<file path="src/rtl/pm_pkg.sv">
package pm_pkg;
  typedef struct packed {
    logic inc;
    logic cap_first;
    logic cap_second;
  } pm_evt_t;
endpackage

</file>
<file path="src/rtl/pm_arbiter.sv">
module pm_arbiter #(
  parameter int HB = 8
) (
  input  logic            ovf,
  input  logic            cap,
  input  logic [HB-1:0]   cap_hi,
  input  logic            armed,
  output pm_pkg::pm_evt_t evt
);
  // A zero upper part in the captured value means the wrap came first.
  function automatic logic wrap_came_first(input logic [HB-1:0] hi);
    return hi == '0;
  endfunction

  always_comb begin
    evt.cap_first  = cap && !armed;
    evt.cap_second = cap && armed;
    evt.inc        = ovf && armed && (!cap || wrap_came_first(cap_hi));
  end
endmodule

</file>
<file path="src/rtl/pm_ovf_count.sv">
module pm_ovf_count #(
  parameter int CW = 8
) (
  input  logic          clk,
  input  logic          rst_n,
  input  logic          inc,
  input  logic          clr,
  input  logic          armed,
  output logic [CW-1:0] cnt_eff,
  output logic          err_o
);
  localparam logic [CW-1:0] CMAX = '1;

  logic [CW-1:0] cnt_q;
  logic          err_q;
  logic          hit_max;

  function automatic logic [CW-1:0] sat_inc(input logic [CW-1:0] v);
    return (v == CMAX) ? v : v + 1'b1;
  endfunction

  assign hit_max = inc && (cnt_q == CMAX);
  assign cnt_eff = inc ? sat_inc(cnt_q) : cnt_q;
  assign err_o   = err_q;

  always_ff @(posedge clk) begin
    if (!rst_n) begin
      cnt_q <= '0;
      err_q <= 1'b0;
    end else begin
      if (clr)      cnt_q <= '0;
      else if (inc) cnt_q <= sat_inc(cnt_q);
      err_q <= err_q | hit_max;
    end
  end

  p_idle_zero_r4: assert property (@(posedge clk) disable iff (!rst_n)
    !armed |-> cnt_q == '0);
  p_err_sticky_r8: assert property (@(posedge clk) disable iff (!rst_n)
    err_q |=> err_q);
  p_sat_hold_r8: assert property (@(posedge clk) disable iff (!rst_n)
    (cnt_q == CMAX && !clr) |=> cnt_q == CMAX);
endmodule

</file>
<file path="src/rtl/pm_result.sv">
module pm_result #(
  parameter int TW = 16,
  parameter int CW = 8
) (
  input  logic             clk,
  input  logic             rst_n,
  input  pm_pkg::pm_evt_t  evt,
  input  logic [TW-1:0]    cap_val,
  input  logic [CW-1:0]    cnt_eff,
  output logic             armed_o,
  output logic [TW+CW-1:0] period_o,
  output logic             valid_o
);
  localparam int PW = TW + CW;

  logic [TW-1:0] first_q;
  logic          armed_q;
  logic [PW-1:0] period_q;
  logic          valid_q;
  logic          borrow;

  function automatic logic [TW-1:0] wrap_diff(input logic [TW-1:0] b, input logic [TW-1:0] a);
    return b - a;
  endfunction

  function automatic logic [CW-1:0] dec_floor(input logic [CW-1:0] c, input logic br);
    return (br && c != '0) ? c - 1'b1 : c;
  endfunction

  assign borrow = cap_val < first_q;

  always_ff @(posedge clk) begin
    if (!rst_n) begin
      first_q  <= '0;
      armed_q  <= 1'b0;
      period_q <= '0;
      valid_q  <= 1'b0;
    end else begin
      valid_q <= evt.cap_second;
      if (evt.cap_first) begin
        first_q <= cap_val;
        armed_q <= 1'b1;
      end else if (evt.cap_second) begin
        armed_q  <= 1'b0;
        period_q <= {dec_floor(cnt_eff, borrow), wrap_diff(cap_val, first_q)};
      end
    end
  end

  assign armed_o  = armed_q;
  assign period_o = period_q;
  assign valid_o  = valid_q;

  p_pulse_r9: assert property (@(posedge clk) disable iff (!rst_n)
    valid_q |=> !valid_q);
  p_first_quiet_r2: assert property (@(posedge clk) disable iff (!rst_n)
    evt.cap_first |=> (!valid_q && armed_q));
  p_second_done_r3: assert property (@(posedge clk) disable iff (!rst_n)
    evt.cap_second |=> (valid_q && !armed_q));
  p_hold_r9: assert property (@(posedge clk) disable iff (!rst_n)
    !evt.cap_second |=> $stable(period_q));
endmodule

</file>
<file path="src/rtl/period_meter_top.sv">
module period_meter_top #(
  parameter int TW = 16,
  parameter int CW = 8,
  parameter int HB = 8
) (
  input  logic             clk,
  input  logic             rst_n,
  input  logic             ovf_i,
  input  logic             cap_i,
  input  logic [TW-1:0]    cap_val_i,
  output logic [TW+CW-1:0] period_o,
  output logic             valid_o,
  output logic             armed_o,
  output logic             range_err_o
);
  pm_pkg::pm_evt_t evt;
  logic [CW-1:0]   cnt_eff;
  logic            armed;

  pm_arbiter #(.HB(HB)) arb_i (
    .ovf    (ovf_i),
    .cap    (cap_i),
    .cap_hi (cap_val_i[TW-1 -: HB]),
    .armed  (armed),
    .evt    (evt)
  );

  pm_ovf_count #(.CW(CW)) cnt_i (
    .clk     (clk),
    .rst_n   (rst_n),
    .inc     (evt.inc),
    .clr     (evt.cap_second),
    .armed   (armed),
    .cnt_eff (cnt_eff),
    .err_o   (range_err_o)
  );

  pm_result #(.TW(TW), .CW(CW)) res_i (
    .clk      (clk),
    .rst_n    (rst_n),
    .evt      (evt),
    .cap_val  (cap_val_i),
    .cnt_eff  (cnt_eff),
    .armed_o  (armed),
    .period_o (period_o),
    .valid_o  (valid_o)
  );

  assign armed_o = armed;

  p_no_count_idle_r10: assert property (@(posedge clk) disable iff (!rst_n)
    (!armed_o && ovf_i && cap_i) |=> (armed_o && !valid_o));
endmodule

</file>
<file path="config.mk">
export PLATFORM = sky130hd
export DESIGN_NAME = period_meter_top
export DESIGN_NICKNAME = d
export VERILOG_FILES = /design/src/rtl/pm_pkg.sv /design/src/rtl/pm_arbiter.sv /design/src/rtl/pm_ovf_count.sv /design/src/rtl/pm_result.sv /design/src/rtl/period_meter_top.sv
export SDC_FILE = /design/constraint.sdc
export NUM_CORES = 1
export LEC_CHECK = 0
export ABC_AREA = 1
export CAP_MARGIN = 0
export CORE_MARGIN = 3
export CORE_UTILIZATION = 41
export DETAILED_ROUTE_END_ITERATION = 12
export DONT_BUFFER_PORTS = 1
export MAX_ROUTING_LAYER = met4
export PLACE_DENSITY = 0.53
export SLEW_MARGIN = 20
export SYNTH_ARGS = -nofsm -noshare
export SYNTH_HDL_FRONTEND = slang
export SYNTH_SLANG_ARGS = --single-unit
</file>
<file path="constraint.sdc">
create_clock -name clk -period 3.8 [get_ports clk]
set_input_delay 0.57 -clock clk [delete_from_list [all_inputs] [get_ports clk]]
set_output_delay 0.57 -clock clk [all_outputs]
set_load 0.01 [all_outputs]
</file>
== Yosys cells after proc, flatten, opt, wreduce, memory -nomap -nowiden ==
Index checks and enable logic that the tools add are counted.

* Logic and storage cells: 33
* Input bits: 20
* Register bits after elaboration: 51

* Bitwise gates (word level): 3
* Reductions and logical operators: 14
* Magnitude comparators: 1
* Muxes and demuxes: 5
* Equal/unequal tests: 1
* Add/subtract/negate cells: 3

{| class="wikitable"
|+ Operators with widths
! cell !! count
|-
| $mux 8 || 3
|-
| $lt 16x16->1 || 1
|-
| $sub 16x16->16 || 1
|-
| $add 8x1->8 const B || 1
|-
| $eq 8x8->1 const B || 1
|-
| $logic_not 8->1 || 1
|-
| $reduce_bool 8->1 || 1
|-
| $sub 8x1->8 const B || 1
|-
| $logic_and 1x1->1 || 6
|-
| $logic_not 1->1 || 2
|-
| $mux 1 || 2
|-
| $not 1->1 || 2
|-
| $reduce_and 2->1 || 1
|-
| $reduce_bool 2->1 || 1
|-
| $reduce_or 2->1 || 1
|-
| $logic_or 1x1->1 || 1
|-
| $or 1x1->1 || 1
|}

== Longest topological paths before layout ==
* Word-level depth: 7
* Mapped depth: 19
* Depth with buffers taken out: 19

== Hierarchy ==
Synthesis repeated with hierarchy kept, for this count alone.

* Cell total of the unflattened synthesis: 497
* Area total of the unflattened synthesis: 3213.1 um2

{| class="wikitable"
|+ By module, submodules not included
! module !! area each (um2) !! times used !! cells an instance !! sequential area each (um2)
|-
| pm_result || 2641.3 || 1 || 399 || 840.8
|-
| pm_ovf_count || 519.2 || 1 || 84 || 180.2
|-
| pm_arbiter || 52.6 || 1 || 14 || 0.0
|}

== Worst setup path before layout ==
Ideal clock, no wire load.

* Kind: input to register
* Start: input port cap_val_i[0]
* End: register res_i.period_q[19] (netlist: res_i.period_o[19])
* Stages: 12
* Setup slack: 1.467 ns
* Path buffers: 1
* Arrival: 2.220 ns
* Library setup time: 0.113 ns
* Path through: inv_1 ha_1 fa_1 o21ai_1 a21oi_1 o21ai_1 a21oi_1 buf_2 nand3_1 nand2_1 nand3_1 nand2_1

* Word-level cells in the longest chain between the ends: 3

{| class="wikitable"
|+ RTL lines
! element !! RTL line !! RTL
|-
| from (decl) || period_meter_top.sv:10 || <nowiki>input logic [TW-1:0] cap_val_i,</nowiki>
|-
| $lt 16x16->1 || pm_result.sv:30 || <nowiki>assign borrow = cap_val < first_q;</nowiki>
|-
| $logic_and 1x1->1 || pm_result.sv:27 || <nowiki>return (br && c != '0) ? c - 1'b1 : c;</nowiki>
|-
| $mux 8 || pm_result.sv:27 ||
|-
| to (signal assigned) || pm_result.sv:45 || <nowiki>period_q <= {dec_floor(cnt_eff, borrow), wrap_diff(cap_val, first_q)};</nowiki>
|-
| to (decl) || pm_result.sv:18 || <nowiki>logic [PW-1:0] period_q;</nowiki>
|}

Every way passes these cells.
A chain may end at the register's enable or synchronous reset.

== Worst setup path in the final report ==
* Start: register cnt_i.cnt_q[1]
* End: register res_i.period_q[21] (netlist: res_i.period_o[21])

* Word-level cells in the longest chain between the ends: 6

{| class="wikitable"
|+ RTL lines
! element !! RTL line !! RTL
|-
| from (decl) || pm_ovf_count.sv:14 || <nowiki>logic [CW-1:0] cnt_q;</nowiki>
|-
| from (signal assigned) || pm_ovf_count.sv:32 || <nowiki>else if (inc) cnt_q <= sat_inc(cnt_q);</nowiki>
|-
| $add 8x1->8 / $eq 8x8->1 (equally long branches) || pm_ovf_count.sv:19 || <nowiki>return (v == CMAX) ? v : v + 1'b1;</nowiki>
|-
| $mux 8 || pm_ovf_count.sv:19 ||
|-
| $mux 8 (*) || pm_ovf_count.sv:23 || <nowiki>assign cnt_eff = inc ? sat_inc(cnt_q) : cnt_q;</nowiki>
|-
| parallel branches: the longest is 2 deep, another holds $sub 8x1->8 || n/a ||
|-
| $mux 8 (*) || pm_result.sv:27 ||
|}

Every way passes the cells marked *.

==> metrics <==
status=finished clean; CTS HTree Levels=2; ranking of synthesized cells by area=dfxtp_1, nand2_1, ha_1; number of gates resized after CTS=0; Net count, final=496; syn_nets=498; core box area=7290 um2; TritonCTS clock tree=yes; Fin Setup TNS=0 ns; initial DRC count=102; CTS Buf Count=5; minimum clock period=2.55 ns; Max Cap Viol=0; Power Density=357 nW/um2; CP Launch Type=flip-flop; GRT overflow=0; worst slack, placed=1.01 ns; routed len/inst=12.9 um; Mapped Cells=458; number of synthesis warnings=0; 1st-pass router iterations=5; Crit. End Element=flip-flop; WP data required=4.01 ns; DP HPWL=5.52 mm; total power=1.16 mW; syn_area_per_cell=6.75 um2; vias in the first global route=2,614; worst-case clock buffer depth=2; WP data arrival=2.77 ns; switching pwr=0.381 mW; largest fanout on the critical path=12; Crit Path Class=reg2reg; Pleak=1.58 nW; DR WL met3=215 um; Mapped Area=3090 um2; f_max=0.392 GHz; register area share after synthesis=33.0%; worst setup margin=1.25 ns; combinational share of power=22.2%; Int Pwr=0.783 mW; gr usage total=18.0%; Yosys top cell by area=dfxtp_1; final hold vios=0; Die Ht=92.9 um; WL met1=3.41 mm; Top Metal Used=met4; area grow syn2layout=5.34%; number of synthesized flops with an enable pin=0; final setup vio count=0; clock network power share=27.2%; initial core utilization=42.4%; largest net degree at the start of global routing=29; Net Sw Frac=32.7%; ys async rst share=0%; via/cell ratio=4.91; DR WL met2=3.45 mm; I/O pin count=47; vias=2,730; synth unique cells=36; # Post-CTS Setup Buffers=0; Inst Count DP=548; Max-slew headroom=39.9%; Reg clk slew, reported paths=0.10 ns; Placer Congestion=0.870; main flop type after synthesis=dfxtp_1; Least-Margin Pin Slew=0.901 ns; clock sinks=51; synth cell count leaders=nand2_1, inv_1, dfxtp_1, o21ai_0, a21oi_1; Flop pwr share=50.6%; layout cell share with drive strength beyond 1=8.97%; final critical-path share of the clock period=67.2%; count leader, synth=nand2_1; diode count=0; die width=92.9 um; clk root buf=clkbuf_8; Post-DRT Antenna Nets=0; RSZ-0062 raised after global routing=false; Post-Route WL=7.15 mm; antenna violations before repair=0; first-pass GRT wire length=12.3 mm; Max rail drop VDD=137 uV; Max Transition Viols Final=0; cell area after layout=3260 um2; clk_skew=0.00626 ns; FP Rows=31; min-delay worst type=in2reg; Hold-fix buffers, CTS=0; Finished Layout Cells=556; Placed Instance Area=3170 um2; drc violations=0; #FFs+latches synth=51; Skew-Pair Late Insertion Delay=0.31 ns; Die Area=8620 um2; port bufs=0; post-synth top area share=33.0%
==> area by class of cell <==
type / instances / area (um2)
repair buffers: 2 / 15.0
inverters: 65 / 244
clock inverters: 2 / 12.5
multi-input cells: 331 / 1770
flip-flops and latches: 51 / 1020
fillers: 812 / 4030
clock buffers: 6 / 72.6
well taps: 99 / 124
==> logic make-up after synthesis <==
group                    synth area share, %
AO/OA/AOI/OAI                           16.6
flip-flops                              33.0
XOR/XNOR                               0.566
AND/OR/NAND/NOR                         31.7
adder cells (fa/ha/maj)                 8.33
buffers and inverters                   9.79
==> flip-flops by register name (all words and copies together), names as in the netlist <==
signal	cells
res_i.period_o	24
res_i.first_q	16
cnt_i.cnt_q	8
cnt_i.err_o	1
res_i.armed_o	1
res_i.valid_o	1
==> final timing paths <==
check                                 startpoint                         endpoint  slack (ns)  cells past startpoint
setup reg to reg       cnt_i.cnt_q[1]$_SDFF_PP0_  res_i.period_o[21]$_SDFFE_PN0P_        1.25                     19
setup / recovery       cnt_i.cnt_q[1]$_SDFF_PP0_  res_i.period_o[21]$_SDFFE_PN0P_        1.25                     19
hold / removal                             rst_n           cnt_i.err_o$_SDFF_PN0_        0.37                      1
hold reg to reg   res_i.first_q[13]$_SDFFE_PN0P_   res_i.first_q[13]$_SDFFE_PN0P_        0.46                      2
==> placed cells by master, fill, tap and decap left out, types with 5 or more instances in the layout <==
master,Yosys,layout
o21ai_0,38,38
nand4_1,10,10
inv_2,8,8
clkbuf_8,0,5
a21oi_1,36,36
nand2_2,8,8
ha_1,19,19
inv_1,54,54
dfxtp_1,51,51
nand3_1,31,31
nand2_1,117,117
nor2_1,34,34
o21ai_1,5,5
==> power groups by stage <==
stage,logic [mW],registers (mW),clock network (mW)
2_1_floorplan,0.216,0.596,0
3_3_place_gp,0.257,0.602,0
3_5_place_dp,0.259,0.602,0
4_1_cts,0.260,0.590,0.341
5_1_grt,0.303,0.593,0.356
6_report,0.258,0.589,0.317
==> critical path, cell delays in order (launching register included) <==
cell and delay [ns]:
dfxtp_1 0.46, ha_1 0.28, nand3_2 0.10, inv_2 0.11
nand2_4 0.09, nand2_1 0.07, nand2_1 0.05, nand3_1 0.06
nand2_1 0.10, inv_1 0.15, ha_1 0.18, nand3_1 0.07
nor2_1 0.11, nand3_2 0.22, nand2_2 0.17, inv_2 0.05
nand2_1 0.05, nand2_1 0.04, nand2_1 0.05, nand2_1 0.04
==> per-layer routing <==
layer	track usage [%]	up-vias
met5	-	-
met4	5.13	0
met3	2.84	9
met2	29.9	39
met1	22.6	1200
li1	-	1482
==> per-stage QoR <==
stage                     util (%)  hold WS, ns
after detailed placement      43.5        0.448
after CTS                     44.7        0.362
final                         44.7        0.374
after floorplan                  -        0.433
after global routing          44.7        0.369
after global placement        43.5        0.443
(Power assumes the default switching activity.)
